### config.mk
export PLATFORM = sky130hd
export DESIGN_NAME = gpio_irq_port
export DESIGN_NICKNAME = d
export VERILOG_FILES = /design/src/rtl/gpio_irq_pkg.sv /design/src/rtl/gpio_pin_event.sv /design/src/rtl/gpio_regs.sv /design/src/rtl/gpio_irq_pend.sv /design/src/rtl/gpio_irq_port.sv
export SDC_FILE = /design/constraint.sdc
export NUM_CORES = 1
export LEC_CHECK = 0
export BUFFER_PORTS_ARGS = -buffer_cell sky130_fd_sc_hd__buf_2
export CORE_UTILIZATION = 44
export DETAILED_ROUTE_END_ITERATION = 6
export PLACE_DENSITY = 0.67
export SYNTH_ARGS = -nofsm -noshare
export SYNTH_HDL_FRONTEND = slang
export SYNTH_HIERARCHICAL = 1
export SYNTH_SLANG_ARGS = --single-unit
### constraint.sdc
create_clock -name clk -period 1.7 [get_ports clk]
set_input_delay 0.34 -clock clk [delete_from_list [all_inputs] [get_ports clk]]
set_output_delay 0.34 -clock clk [all_outputs]
set_load 0.03 [all_outputs]
### src/rtl/gpio_irq_pkg.sv
package gpio_irq_pkg;
  localparam int ADDR_W = 4;
  localparam int BUS_W  = 32;

  typedef enum logic [ADDR_W-1:0] {
    RA_DIR    = 4'h0,
    RA_DOUT   = 4'h1,
    RA_DIN    = 4'h2,
    RA_PULL   = 4'h3,
    RA_SEL0   = 4'h4,
    RA_SEL1   = 4'h5,
    RA_TRIGA  = 4'h6,
    RA_TRIGB  = 4'h7,
    RA_LVL    = 4'h8,
    RA_ENSET  = 4'h9,
    RA_ENCLR  = 4'hA,
    RA_ENSTAT = 4'hB,
    RA_PEND   = 4'hC
  } reg_sel_e;

  typedef enum logic [2:0] {
    TRIG_OFF  = 3'd0,
    TRIG_RISE = 3'd1,
    TRIG_FALL = 3'd2,
    TRIG_BOTH = 3'd3,
    TRIG_RSV4 = 3'd4,
    TRIG_HIGH = 3'd5,
    TRIG_LOW  = 3'd6,
    TRIG_RSV7 = 3'd7
  } trig_e;
endpackage

### src/rtl/gpio_pin_event.sv
module gpio_pin_event
  import gpio_irq_pkg::*;
(
  input  logic  clk,
  input  logic  rst_n,
  input  logic  pad_raw,
  input  trig_e mode,
  output logic  sync_o,
  output logic  event_o
);
  logic meta_q, sync_q, prev_q;

  always_ff @(posedge clk or negedge rst_n) begin
    if (!rst_n) begin
      meta_q <= 1'b0;
      sync_q <= 1'b0;
      prev_q <= 1'b0;
    end else begin
      meta_q <= pad_raw;
      sync_q <= meta_q;
      prev_q <= sync_q;
    end
  end

  logic rise, fall;
  assign rise = sync_q & ~prev_q;
  assign fall = ~sync_q & prev_q;

  always_comb begin
    unique case (mode)
      TRIG_RISE: event_o = rise;
      TRIG_FALL: event_o = fall;
      TRIG_BOTH: event_o = rise | fall;
      TRIG_HIGH: event_o = sync_q;
      TRIG_LOW:  event_o = ~sync_q;
      default:   event_o = 1'b0;
    endcase
  end

  assign sync_o = sync_q;
endmodule

### src/rtl/gpio_regs.sv
module gpio_regs
  import gpio_irq_pkg::*;
#(
  parameter int NPINS = 20
) (
  input  logic              clk,
  input  logic              rst_n,
  input  logic [ADDR_W-1:0] bus_addr,
  input  logic              bus_we,
  input  logic [BUS_W-1:0]  bus_wdata,
  output logic [BUS_W-1:0]  bus_rdata,
  input  logic [NPINS-1:0]  sync_in,
  input  logic [NPINS-1:0]  pend_in,
  output logic [NPINS-1:0]  dir_o,
  output logic [NPINS-1:0]  dout_o,
  output logic [NPINS-1:0]  pull_o,
  output logic [NPINS-1:0]  sel0_o,
  output logic [NPINS-1:0]  sel1_o,
  output logic [NPINS-1:0]  trga_o,
  output logic [NPINS-1:0]  trgb_o,
  output logic [NPINS-1:0]  lvl_o,
  output logic [NPINS-1:0]  en_o,
  output logic [NPINS-1:0]  pend_clr_o
);
  logic [NPINS-1:0] wd;
  logic [NPINS-1:0] dir_q, dout_q, pull_q, sel0_q, sel1_q, trga_q, trgb_q, lvl_q, en_q;
  logic [NPINS-1:0] dir_d, dout_d, pull_d, sel0_d, sel1_d, trga_d, trgb_d, lvl_d, en_d;
  reg_sel_e sel;

  assign wd  = bus_wdata[NPINS-1:0];
  assign sel = reg_sel_e'(bus_addr);

  always_comb begin
    dir_d  = dir_q;
    dout_d = dout_q;
    pull_d = pull_q;
    sel0_d = sel0_q;
    sel1_d = sel1_q;
    trga_d = trga_q;
    trgb_d = trgb_q;
    lvl_d  = lvl_q;
    en_d   = en_q;
    pend_clr_o = '0;
    if (bus_we) begin
      unique case (sel)
        RA_DIR:   dir_d  = wd;
        RA_DOUT:  dout_d = wd;
        RA_PULL:  pull_d = wd;
        RA_SEL0:  sel0_d = wd;
        RA_SEL1:  sel1_d = wd;
        RA_TRIGA: trga_d = wd;
        RA_TRIGB: trgb_d = wd;
        RA_LVL:   lvl_d  = wd;
        RA_ENSET: en_d   = en_q | wd;
        RA_ENCLR: en_d   = en_q & ~wd;
        RA_PEND:  pend_clr_o = wd;
        default:  ;
      endcase
    end
  end

  always_ff @(posedge clk or negedge rst_n) begin
    if (!rst_n) begin
      dir_q  <= '0;
      dout_q <= '0;
      pull_q <= '0;
      sel0_q <= '0;
      sel1_q <= '0;
      trga_q <= '0;
      trgb_q <= '0;
      lvl_q  <= '0;
      en_q   <= '0;
    end else begin
      dir_q  <= dir_d;
      dout_q <= dout_d;
      pull_q <= pull_d;
      sel0_q <= sel0_d;
      sel1_q <= sel1_d;
      trga_q <= trga_d;
      trgb_q <= trgb_d;
      lvl_q  <= lvl_d;
      en_q   <= en_d;
    end
  end

  logic [NPINS-1:0] rsel;
  always_comb begin
    unique case (sel)
      RA_DIR:    rsel = dir_q;
      RA_DOUT:   rsel = dout_q;
      RA_DIN:    rsel = sync_in;
      RA_PULL:   rsel = pull_q;
      RA_SEL0:   rsel = sel0_q;
      RA_SEL1:   rsel = sel1_q;
      RA_TRIGA:  rsel = trga_q;
      RA_TRIGB:  rsel = trgb_q;
      RA_LVL:    rsel = lvl_q;
      RA_ENSTAT: rsel = en_q;
      RA_PEND:   rsel = pend_in;
      default:   rsel = '0;
    endcase
    bus_rdata = '0;
    bus_rdata[NPINS-1:0] = rsel;
  end

  assign dir_o  = dir_q;
  assign dout_o = dout_q;
  assign pull_o = pull_q;
  assign sel0_o = sel0_q;
  assign sel1_o = sel1_q;
  assign trga_o = trga_q;
  assign trgb_o = trgb_q;
  assign lvl_o  = lvl_q;
  assign en_o   = en_q;

  // set and clear strobes reach the enable register on the next edge
  a_r4_enable_set: assert property (@(posedge clk) disable iff (!rst_n)
    (bus_we && bus_addr == RA_ENSET) |=> ((en_o & $past(wd)) == $past(wd)));
  a_r4_enable_clr: assert property (@(posedge clk) disable iff (!rst_n)
    (bus_we && bus_addr == RA_ENCLR) |=> ((en_o & $past(wd)) == '0));

  generate
    if (NPINS < BUS_W) begin : g_upper
      // unimplemented bits always read zero
      a_r10_upper_zero: assert property (@(posedge clk) disable iff (!rst_n)
        bus_rdata[BUS_W-1:NPINS] == '0);
    end
  endgenerate
endmodule

### src/rtl/gpio_irq_pend.sv
module gpio_irq_pend #(
  parameter int NPINS = 20
) (
  input  logic             clk,
  input  logic             rst_n,
  input  logic [NPINS-1:0] event_in,
  input  logic [NPINS-1:0] clr_in,
  input  logic [NPINS-1:0] en_in,
  output logic [NPINS-1:0] pend_o,
  output logic             irq_o
);
  logic [NPINS-1:0] pend_q, pend_d;
  logic             irq_q, irq_d;

  always_comb begin
    pend_d = (pend_q & ~clr_in) | event_in;
    irq_d  = |(pend_q & en_in);
  end

  always_ff @(posedge clk or negedge rst_n) begin
    if (!rst_n) begin
      pend_q <= '0;
      irq_q  <= 1'b0;
    end else begin
      pend_q <= pend_d;
      irq_q  <= irq_d;
    end
  end

  assign pend_o = pend_q;
  assign irq_o  = irq_q;

  generate
    for (genvar i = 0; i < NPINS; i++) begin : g_chk
      // a pending bit only drops after a clear strobe
      a_r8_sticky: assert property (@(posedge clk) disable iff (!rst_n)
        (pend_q[i] && !clr_in[i]) |=> pend_q[i]);
    end
  endgenerate

  // request line follows the enabled pending set one cycle later
  a_r9_irq_high: assert property (@(posedge clk) disable iff (!rst_n)
    (|(pend_q & en_in)) |=> irq_o);
  a_r9_irq_low: assert property (@(posedge clk) disable iff (!rst_n)
    !(|(pend_q & en_in)) |=> !irq_o);
endmodule

### src/rtl/gpio_irq_port.sv
module gpio_irq_port
  import gpio_irq_pkg::*;
#(
  parameter int NPINS = 20
) (
  input  logic              clk,
  input  logic              rst_n,
  input  logic [ADDR_W-1:0] bus_addr,
  input  logic              bus_we,
  input  logic [BUS_W-1:0]  bus_wdata,
  output logic [BUS_W-1:0]  bus_rdata,
  input  logic [NPINS-1:0]  pad_in,
  output logic [NPINS-1:0]  pad_out,
  output logic [NPINS-1:0]  pad_oe,
  output logic [NPINS-1:0]  pad_pullup,
  output logic [NPINS-1:0]  pad_sel0,
  output logic [NPINS-1:0]  pad_sel1,
  output logic              irq
);
  logic [NPINS-1:0] sync_v, event_v, pend_v, clr_v, en_v;
  logic [NPINS-1:0] trga_v, trgb_v, lvl_v;

  gpio_regs #(.NPINS(NPINS)) regs_i (
    .clk(clk), .rst_n(rst_n),
    .bus_addr(bus_addr), .bus_we(bus_we), .bus_wdata(bus_wdata), .bus_rdata(bus_rdata),
    .sync_in(sync_v), .pend_in(pend_v),
    .dir_o(pad_oe), .dout_o(pad_out), .pull_o(pad_pullup),
    .sel0_o(pad_sel0), .sel1_o(pad_sel1),
    .trga_o(trga_v), .trgb_o(trgb_v), .lvl_o(lvl_v),
    .en_o(en_v), .pend_clr_o(clr_v)
  );

  generate
    for (genvar p = 0; p < NPINS; p++) begin : g_pin
      trig_e mode_p;
      assign mode_p = trig_e'({lvl_v[p], trgb_v[p], trga_v[p]});

      gpio_pin_event evt_i (
        .clk(clk), .rst_n(rst_n), .pad_raw(pad_in[p]), .mode(mode_p),
        .sync_o(sync_v[p]), .event_o(event_v[p])
      );

      // off and reserved modes keep a clear pending bit clear
      a_r7_no_trigger: assert property (@(posedge clk) disable iff (!rst_n)
        ((mode_p == TRIG_OFF || mode_p == TRIG_RSV4 || mode_p == TRIG_RSV7) && !pend_v[p])
          |=> !pend_v[p]);
    end
  endgenerate

  gpio_irq_pend #(.NPINS(NPINS)) pend_i (
    .clk(clk), .rst_n(rst_n),
    .event_in(event_v), .clr_in(clr_v), .en_in(en_v),
    .pend_o(pend_v), .irq_o(irq)
  );
endmodule

=== Yosys cells after proc, flatten, opt, wreduce, memory -nomap -nowiden ===
Index checks and enable logic that the tools add are counted.

* Equal/unequal tests: 112
* Multiplexer cells: 24
* Bitwise logic cells: 107
* Reductions and logical operators: 12

{| class="wikitable"
|+ Operators by type and width
! kind !! count
|-
| 20-bit one-hot mux with 11 select lines || 1
|-
| 3-bit by 2-bit == test with 1-bit output (second input constant) || 40
|-
| 3-bit == test (second input constant) || 40
|-
| 1-bit one-hot mux with 5 select lines || 20
|-
| 20-bit AND || 3
|-
| 3-bit by 1-bit == test with 1-bit output (second input constant) || 20
|-
| 1-bit AND || 40
|-
| 20-bit 2-to-1 mux || 2
|-
| 1-bit inverter || 40
|-
| 20-bit inverter || 2
|-
| 20-bit OR || 2
|-
| 20-bit one-hot mux with 2 select lines || 1
|-
| 4-bit == test (second input constant) || 5
|-
| 1-bit OR || 20
|-
| 20-bit OR reduction || 1
|-
| 2-bit AND reduction || 9
|-
| 4-bit by 3-bit == test with 1-bit output (second input constant) || 4
|-
| 4-bit by 2-bit == test with 1-bit output (second input constant) || 2
|-
| 4-bit by 1-bit == test with 1-bit output (second input constant) || 1
|-
| 4-bit zero test || 1
|-
| 2-bit nonzero test || 1
|}

* Register bits: 261
* Bits of input ports: 59

=== Depth between registers and ports, before layout ===
Gate-level depths: netlist of run 1.

* Depth after elaboration: 6
* Mapped depth: 8
* Depth with buffers taken out: 6

=== Cells and area by module ===
Netlist of run 1, hierarchy kept.

{| class="wikitable"
|+ By module, submodules not included
! module !! times used !! cells an instance !! area each (um^2)
|-
| gpio_regs || 1 || 731 || 9,235.1
|-
| gpio_pin_event || 20 || 14 || 163.9
|-
| gpio_irq_pend || 1 || 73 || 867.1
|}

=== Worst setup path after synthesis of run 1 ===
Ideal clock, no wire load.

* Kind: input to output
* From: in bus_addr[1]
* To: out bus_rdata[5]
* Arrival: 1.817 ns
* Required time: 1.360 ns
* Setup slack: -0.457 ns
* Cell stages on the path: 5
* Path buffers: 4
* Cell sequence: buf_4 > buf_6 > buf_4 > buf_4 > o311ai_1

* Longest elaborated chain between the ends: 2
* Elaborated cells on any way between the ends: 12
* Classes of those cells: eq/ne: 10; mux: 1; reduce/logical: 1

{| class="wikitable"
|+ RTL lines
! what !! RTL line !! text
|-
| from (decl) || gpio_irq_port.sv:8 || <nowiki>input logic [ADDR_W-1:0] bus_addr,</nowiki>
|-
| 4-bit == test (tied with other cells) || gpio_regs.sv:88 || <nowiki>unique case (sel)</nowiki>
|-
| 20-bit one-hot mux with 11 select lines (*) || gpio_regs.sv:88 ||
|-
| to (decl) || gpio_irq_port.sv:11 || <nowiki>output logic [BUS_W-1:0] bus_rdata,</nowiki>
|}

Mark *: on every way between the ends. The rest lies on a longest branch, timed or not.

=== Worst setup path in the final report of run 1 ===
* From: reg regs_i.sel0_q[7], in the netlist regs_i/sel0_o[7]
* To: out bus_rdata[7]

* Longest elaborated chain between the ends: 1

{| class="wikitable"
|+ RTL lines
! what !! RTL line !! text
|-
| from (decl) || gpio_regs.sv:26 || <nowiki>logic [NPINS-1:0] dir_q, dout_q, pull_q, sel0_q, sel1_q, trga_q, trgb_q, lvl_q, en_q;</nowiki>
|-
| from (signal assigned) || gpio_regs.sv:77 || <nowiki>sel0_q <= sel0_d;</nowiki>
|-
| 20-bit one-hot mux with 11 select lines || gpio_regs.sv:88 ||
|}

Every way passes these cells.

==> results of run 1 <==
-- report_power, final --
part / switching (W) / internal (W)
clock: 0.00265 / 0.00452
sequential: 0.00105 / 0.00735
combinational: 0.00343 / 0.00312
total: 0.00713 / 0.0150
-- metrics by stage --
stage	area (sq um)	TNS (ns)	hold slack, ns	power (W)	utilization, %
after floorplan	13500	-3.48	0.0444	0.0123	-
final	17600	-10.75	0.110	0.0221	58.9
after global placement	15900	-91.21	0.305	0.0145	53.2
after global routing	17600	-12.20	0.117	0.0231	58.9
after CTS	17500	-10.81	0.0874	0.0222	58.7
after detailed placement	15900	-96.98	0.308	0.0146	53.2
-- cells by family (layout without fill, tap and decap cells) --
group | Yosys count | in the layout | synth area share, %
fa+ha+maj | 40 | 40 | 3.74
other cells | 1 | 12 | 0.0280
compound gates | 247 | 247 | 15.1
buf+inv | 154 | 512 | 5.79
mux | 223 | 223 | 20.0
flops | 261 | 261 | 48.8
simple gates | 158 | 158 | 6.54
-- synth_stat cells (all sizes together) (5+ instances only) --
cell	count	area, sq um
a21o	21	158
a21oi	46	230
a221oi	10	106
a222oi	7	70.1
a22o	39	342
a22oi	19	143
a31oi	23	144
a32o	7	70.1
and2	6	37.5
and3	25	156
buf	59	418
clkbuf	33	124
dfrtp	261	6530
ha	40	500
inv	61	229
mux2	194	2340
mux2i	26	260
nand2	35	131
nand3	7	45.0
nand3b	22	165
nor2	35	134
nor2b	7	51.3
nor3	7	40.0
o211ai	12	90.1
o21ai	25	125
o22ai	5	31.3
o2bb2a	20	400
-- worst min-delay path by stage --
stage,from,to,slack (ns),depth (start not counted)
after CTS,bus_wdata[11],flop,0.09,2
after global placement,rst_n,g_pin[15].evt_i/meta_q$_DFF_PN0_,0.30,1
final,bus_wdata[11],flop,0.11,2
after detailed placement,rst_n,g_pin[14].evt_i/meta_q$_DFF_PN0_,0.31,1
after floorplan,rst_n,g_pin[0].evt_i/meta_q$_DFF_PN0_,0.04,0
after global routing,bus_wdata[11],flop,0.12,2
-- critical path, cell delays in order (launching register included) --
cell	delay [ns]
dfrtp_2	0.41
mux2_4	0.27
a22o_1	0.18
a222oi_1	0.32
o211ai_1	0.21
buf_4	0.21
-- area by class of cell --
type                    count  area [sq um]
repair buffers            396          2870
inverters                  62           233
clock buffers              35           788
multi-input cells         680          6330
flip-flops and latches    261          6540
well taps                 390           488
fillers                  2442         12200
clock inverters            19           320
-- sequential cells by signal (all words and copies together) (netlist names), named ones only --
register            cells
regs_i/dout_o          20
regs_i/pull_o          20
regs_i/lvl_o           20
regs_i/trgb_o          20
pend_i/pend_o          20
regs_i/dir_o           20
regs_i/sel0_o          20
g_pin.evt_i/prev_q     20
regs_i/trga_o          20
g_pin.evt_i/sync_o     20
g_pin.evt_i/meta_q     20
regs_i/sel1_o          20
pend_i/irq_o            1
-- per-layer routing --
metal  up-vias  global-route usage [%]  part of all wire (%)
met5         -                       0                     0
met4         0                    10.5                   3.7
met3        94                    4.63                   6.7
met2       409                    42.6                    48
met1      5217                    33.4                    41
li1       4645                       -                     -
-- layout by cell type, fill, tap and decap left out, types with 15 or more instances in the layout --
cell type / n
a22oi_1: 15
nor2_1: 28
o2bb2a_4: 20
dlygate4sd3_1: 21
nand3b_1: 22
mux2i_1: 23
a21oi_1: 45
buf_2: 142
buf_4: 208
mux2_2: 124
a21o_1: 21
clkbuf_16: 29
a31oi_1: 23
a22o_1: 39
nand2_1: 33
and3_1: 25
o21ai_0: 25
mux2_1: 22
mux2_4: 48
inv_1: 61
dfrtp_1: 257
ha_1: 40
-- timing repair --
| item | 4_1_cts | 5_1_grt |
|---|---|---|
| gates resized for setup | 56 | 12 |
| pin swaps | 31 | 7 |
| setup endpoints to repair | 93 | 93 |
| setup buffers | 20 | 3 |
| hold buffers | 21 | 0 |
| hold endpoints to repair | 62 | 0 |
==> flow_summary.yaml, run 1 <==
global_routing:
  overflow: 0
  grt_max_degree: 54
  grt_pass1_wl_mm: 61.0
  first_global_vias: 10500
  antenna_found_initial: 0
  track_usage_pct: 25.8
floorplanning:
  pin_count: 192
  dieWidth_um: 176
  initial_core_util_pct: 44.9
  die-area_sq_um: 31100
  die_h_um: 176
  rows: 63
  core_sq_um: 29800
yosys:
  ys_seq_area_share_pct: 48.8
  synth_top_flop_cell: "dfrtp_1"
  avgSynthCellArea_sq_um: 12.3
  synth_warnings: 6
  synth_seq_cells: 261
  yosysUniqueCellTypes: 58
  synth-edff-count: 0
  syn_area_sq_um: 13400
  synthArstFlopShare_pct: 100
  synthCells: 1084
place:
  gp_congestion: 0.910
  dp_hpwl_mm: 28.6
  portBuffers: 167
  place_ws_ns: -0.801
  dp.cells: 1747
routing:
  wirelength_mm: 39.9
  drt_drc_violations_left: 0
  drt-wirelength-per-cell_um: 21.7
  drt_pre_antenna_iters: 6
  initialDrtViolationCount: 729
  vias: 10400
  antenna_left: 0
  viasPerCell: 5.62
critical_path:
  startpoint: "regs_i/sel0_o[7]$_DFFE_PN0P_"
  ff2ff_path_depth: 5
  cp-endpoint: "bus_rdata[7]"
  regToRegEndpoint: "pend_i/irq_o$_DFF_PN0_"
  start_kind: "flop"
  crit_required_ns: 1.36
  setup.worst_path.end_class: "output pin"
  crit_arrival_ns: 2.16
  critPathKind: "reg -> out"
  rrSetupSlack_ns: 0.10
  r2r-start: "pend_i/pend_o[18]$_DFF_PN0_"
  cp_max_fo: 2
timing:
  fin_crit_ns: 2.50
  finalSetupViolations: 21
  drv_slew: 0
  skew_ns: 0.0133
  layout_setup_ws_ns: -0.797
  relSlewSlack_pct: 66.6
  fmax_ghz: 0.400
  fin_crit_sh_pct: 147
  rsz0062_at_grt: "yes"
  timing_hold_violations_final: 0
  worst_pin_slew_ns: 0.500
cells_and_area:
  fin_nets: 1529
  fin_cells: 1843
  antenna_cells: 0
  syn_to_final_growth_pct: 31.3
  drive_gt1_share_pct: 46.5
power_and_ir_drop:
  power_density_nw_per_um2: 1260
  peakVddDrop_mv: 0.927
  p_leak_nw: 8.31
cts:
  cts-root-buf: "clkbuf_16"
  cts_made_buffers: 29
  clockBufferDepth: 3
  htree_num_levels: 1
  cts_num_sinks: 261
  insertion_delay_ns: 0.56
  clkTransAtPathRegs_ns: 0.06
  cts_tree: "done"
worst_hold_path:
  min_path_type: "in -> reg"
status:
  violations: "setup timing"
  status: "complete, but fails checks"
run:
  maxCapViolCount: 0
Power figures use the tool's default switching activity.
==> run 2: changes to the inputs <==
Settings changed: GPL_TIMING_DRIVEN from default to 0.
==> flow_summary.yaml, run 2 (synthesis results as in run 1) <==
status:
  status: "complete, but fails checks"
  violations: "setup timing"
timing:
  layout_setup_ws_ns: -0.815
  relSlewSlack_pct: 56.2
  timing_hold_violations_final: 0
  rsz0062_at_grt: "yes"
  fin_crit_sh_pct: 148
  fin_crit_ns: 2.51
  fmax_ghz: 0.398
  finalSetupViolations: 21
  skew_ns: 0.0164
  hold_slack_ns: 0.0175
  drv_slew: 0
  worst_pin_slew_ns: 0.657
  setup_tns_ns: -11.86
cells_and_area:
  fin_nets: 1472
  syn_to_final_growth_pct: 28.2
  final_cell_mix: "dfrtp_1, buf_2, mux2_2, buf_4, inv_1"
  layout_commonest_cell: "dfrtp_1"
  n_fill_cell: 2532
  fin_cells: 1786
  drive_gt1_share_pct: 43.1
place:
  dp_hpwl_mm: 28.5
  portBuffers: 167
  gp_congestion: 0.896
  dp.cells: 1654
  place_ws_ns: -0.874
routing:
  viasPerCell: 5.81
  wirelength_mm: 42.6
  initialDrtViolationCount: 957
  antenna_left: 0
  drt_drc_violations_left: 0
  vias: 10400
  drt-wirelength-per-cell_um: 23.8
  drt_pre_antenna_iters: 5
critical_path:
  critPathKind: "reg -> out"
  r2r-start: "pend_i/pend_o[7]$_DFF_PN0_"
  setup.worst_path.end_class: "output pin"
  cp_max_fo: 2
  crit_arrival_ns: 2.17
  startpoint: "regs_i/sel0_o[7]$_DFFE_PN0P_"
  start_kind: "flop"
  crit_required_ns: 1.36
global_routing:
  antenna_found_initial: 1
  overflow: 0
  grt_max_degree: 102
  track_usage_pct: 27.3
  first_global_vias: 10200
  grt_pass1_wl_mm: 63.4
cts:
  cts_tree: "done"
  insertion_delay_ns: 0.57
  cts-root-buf: "clkbuf_16"
  cts_num_sinks: 261
  htree_num_levels: 1
  clkTransAtPathRegs_ns: 0.06
  clockBufferDepth: 3
  cts_made_buffers: 30
floorplanning:
  initial_core_util_pct: 44.9
  die-area_sq_um: 31100
  core_sq_um: 29800
  rows: 63
  pin_count: 192
  dieWidth_um: 176
  die_h_um: 176
power_and_ir_drop:
  combPwrFrac_pct: 28.9
  switching_power_w: 0.00719
  peakVddDrop_mv: 0.983
  power_density_nw_per_um2: 1250
  power.clock.fraction_pct: 30.8
  seq_power_share_pct: 40.2
  switching_share_pct: 33.6
  p_leak_nw: 7.94
  p_int_w: 0.0142
worst_hold_path:
  hold_start: "bus_wdata[11]"
  min_path_type: "in -> reg"
run:
  maxCapViolCount: 0
-- run 2: stage by stage --
step | utilization [%] | total power [W] | instance area, sq um
2_1_floorplan | - | 0.0123 | 13500
3_3_place_gp | 49.9 | 0.0140 | 14900
3_5_place_dp | 50.1 | 0.0141 | 14900
4_1_cts | 57.2 | 0.0214 | 17000
5_1_grt | 57.6 | 0.0223 | 17200
6_report | 57.6 | 0.0214 | 17200
-- run 2: worst paths after layout --
check                                                   end  slack (ns)  depth (start not counted)
max in group asynchronous   g_pin[4].evt_i/sync_o$_DFF_PN0_        0.37                          3
max                                            bus_rdata[7]       -0.81                          5
min in group asynchronous  g_pin[15].evt_i/meta_q$_DFF_PN0_        0.36                          2
min reg2reg                 g_pin[7].evt_i/sync_o$_DFF_PN0_        0.35                          0
min                            regs_i/lvl_o[11]$_DFFE_PN0P_        0.02                          2
max reg2reg                          pend_i/irq_o$_DFF_PN0_        0.11                          5
-- run 2: metal layers --
layer	track usage [%]	vias up	wire length (um)
li1	-	4525	-
met5	0	-	0
met1	36.5	5229	17300
met4	11.5	0	1940
met3	5.02	124	3410
met2	43.7	505	19900
-- run 2: area by class of cell --
type	instances	area (sq um)	area share (%)
clock buffers	42	866	5.05
flip-flops and latches	261	6550	38.2
inverters	62	234	1.36
diodes	1	2.50	0.0146
multi-input cells	680	6420	37.4
clock inverters	12	156	0.912
repair buffers	248	1660	9.68
well taps	390	488	2.85
plain buffers	90	776	4.52
-- run 2: what timing repair did --
item / CTS / global route
hold endpoints to repair: 103 / 0
setup endpoints to repair: 30 / 30
gates resized for setup: 129 / 23
hold buffers: 21 / 0
buffers inserted: 49 / 9
pin swaps: 31 / 8
-- run 2: worst max-delay path: stages, from the launching register on --
cell      delay, ns
dfrtp_2        0.40
mux2_4         0.27
a22o_1         0.17
a222oi_1       0.37
o211ai_1       0.19
buf_4          0.20
-- run 2: power by group through the flow --
stage | combinational [W] | sequential [W] | clock, W
global route | 0.00655 | 0.00877 | 0.00698
finish | 0.00620 | 0.00862 | 0.00661
floorplan | 0.00286 | 0.00941 | 0
CTS | 0.00611 | 0.00857 | 0.00670
detailed placement | 0.00542 | 0.00873 | 0
global placement | 0.00529 | 0.00868 | 0
==> run 3: changes to the inputs <==
Settings changed: SETUP_SLACK_MARGIN from default to 0.5.
==> flow_summary.yaml, run 3 (synthesis results as in run 1) <==
routing:
  initialDrtViolationCount: 1114
  met3_length_mm: 4.31
  viasPerCell: 5.89
  antenna_left: 0
  drt_drc_violations_left: 9
  vias: 10900
  drt-wirelength-per-cell_um: 25.2
  drt_pre_antenna_iters: 7
  wl_met2_mm: 21.4
  top_layer: "met4"
  wirelength_mm: 46.6
  met1Wirelength_mm: 18.6
critical_path:
  regToRegEndpoint: "pend_i/pend_o[12]$_DFF_PN0_"
  ff2ff_path_depth: 6
  r2r-start: "g_pin[12].evt_i/sync_o$_DFF_PN0_"
  start_kind: "flop"
  rrSetupSlack_ns: 0.21
  cp_max_fo: 2
  critPathKind: "reg -> out"
  setup.worst_path.end_class: "output pin"
  crit_arrival_ns: 2.21
  crit_required_ns: 1.36
cts:
  cts-root-buf: "clkbuf_16"
  clkTransAtPathRegs_ns: 0.06
  postCtsHoldBufs: 20
  insertion_delay_ns: 0.56
  htree_num_levels: 1
  cts_made_buffers: 30
  clockBufferDepth: 3
  cts_num_sinks: 261
  cts_tree: "done"
cells_and_area:
  final_cell_mix: "dfrtp_1, buf_6, mux2_4, buf_4, inv_1"
  layout_commonest_cell: "dfrtp_1"
  n_fill_cell: 2141
  syn_to_final_growth_pct: 45.2
  fin_area_sq_um: 19400
  fin_nets: 1532
  drive_gt1_share_pct: 51.7
  finish.utilization_pct: 65.2
power_and_ir_drop:
  peakVddDrop_mv: 0.777
  p_leak_nw: 8.82
  power_density_nw_per_um2: 1190
timing:
  worst_pin_slew_ns: 0.654
  skew_ns: 0.00984
  timing_hold_violations_final: 74
  fin_crit_sh_pct: 150
  hold_slack_ns: -0.255
  fmax_ghz: 0.393
  drv_slew: 0
  finalSetupViolations: 20
  fin_crit_ns: 2.55
  relSlewSlack_pct: 56.4
  rsz0062_at_grt: "yes"
  layout_setup_ws_ns: -0.846
place:
  place_area_sq_um: 15100
  portBuffers: 167
  gp_congestion: 0.880
  dp_hpwl_mm: 28.0
floorplanning:
  dieWidth_um: 176
  rows: 63
  pin_count: 192
  initial_core_util_pct: 44.9
  die_h_um: 176
  die-area_sq_um: 31100
  core_sq_um: 29800
global_routing:
  grt_max_degree: 120
  track_usage_pct: 27.6
  overflow: 0
  grt_pass1_wl_mm: 64.0
  antenna_found_initial: 1
  first_global_vias: 10400
run:
  maxCapViolCount: 0
status:
  status: "complete, but fails checks"
  violations: "DRC, hold timing, setup timing"
worst_hold_path:
  min_path_type: "in -> async"
==> run 3: changes by cell type in the layout (fill, tap and decap cells not counted), sizes merged <==
cell,previous run,this run
buf,287,341
clkinvlp,1,2
dlygate4sd3,21,20
clkbuf,72,77
==> run 3: worst max path at each step <==
stage / from / end / slack [ns] / cells past startpoint
2_1_floorplan: bus_addr[2] / bus_rdata[15] / -0.23 / 4
3_3_place_gp: rst_n / regs_i/sel0_o[7]$_DFFE_PN0P_ / -5.07 / 1
3_5_place_dp: bus_addr[2] / bus_rdata[18] / -1.01 / 8
4_1_cts: pend_i/pend_o[9]$_DFF_PN0_ / bus_rdata[9] / -0.82 / 5
5_1_grt: regs_i/sel0_o[19]$_DFFE_PN0P_ / bus_rdata[19] / -0.86 / 5
6_report: regs_i/sel0_o[7]$_DFFE_PN0P_ / bus_rdata[7] / -0.85 / 5
==> run 3: final cells by class <==
cell class | count | area [sq um] | area share (%)
multi-input combinational | 680 | 7060 | 36.4
buffer | 92 | 966 | 4.97
clock buffer | 40 | 860 | 4.43
inverter | 62 | 234 | 1.20
timing repair buffer | 306 | 3080 | 15.9
sequential | 261 | 6580 | 33.9
tap | 390 | 488 | 2.51
clock inverter | 13 | 149 | 0.767
antenna | 1 | 2.50 | 0.0129
==> run 3: metrics by stage <==
stage | hold WS (ns) | worst slack, ns | cells | total power [W] | setup TNS [ns]
6_report | -0.255 | -0.846 | 1845 | 0.0230 | -12.19
3_5_place_dp | 0.335 | -1.01 | 1654 | 0.0142 | -42.28
3_3_place_gp | 0.332 | -5.07 | 1652 | 0.0140 | -1232.96
4_1_cts | -0.222 | -0.816 | 1790 | 0.0222 | -11.67
5_1_grt | -0.196 | -0.862 | 1845 | 0.0239 | -12.73
2_1_floorplan | 0.0444 | -0.232 | 1095 | 0.0124 | -3.48
==> run 3: repair_timing <==
action / CTS / global route
cloned: 3 / 8
resized for setup: 348 / 247
setup buffers: 60 / 46
pin swaps: 44 / 40
setup endpoints to repair: 273 / 322
endpoints found under the hold margin: 94 / 74
==> run 3: per-layer routing <==
layer / vias to the layer above / global-route usage (%)
met3: 137 / 5.30
met1: 5476 / 37.6
li1: 4635 / -
met5: - / 0
met2: 626 / 43.2
met4: 0 / 11.2
==> run 3: worst max-delay path, stage by stage, from the launching register on <==
cell and delay (ns):
dfrtp_2 0.40, mux2_4 0.27, a22o_1 0.18, a222oi_1 0.41, o211ai_1 0.19, buf_4 0.20
==> run 3: power breakdown <==
part           switching (W)  total [W]  internal [W]
sequential           0.00143    0.00881       0.00738
combinational        0.00351    0.00763       0.00412
clock                0.00263    0.00660       0.00398
total                0.00757     0.0230        0.0155
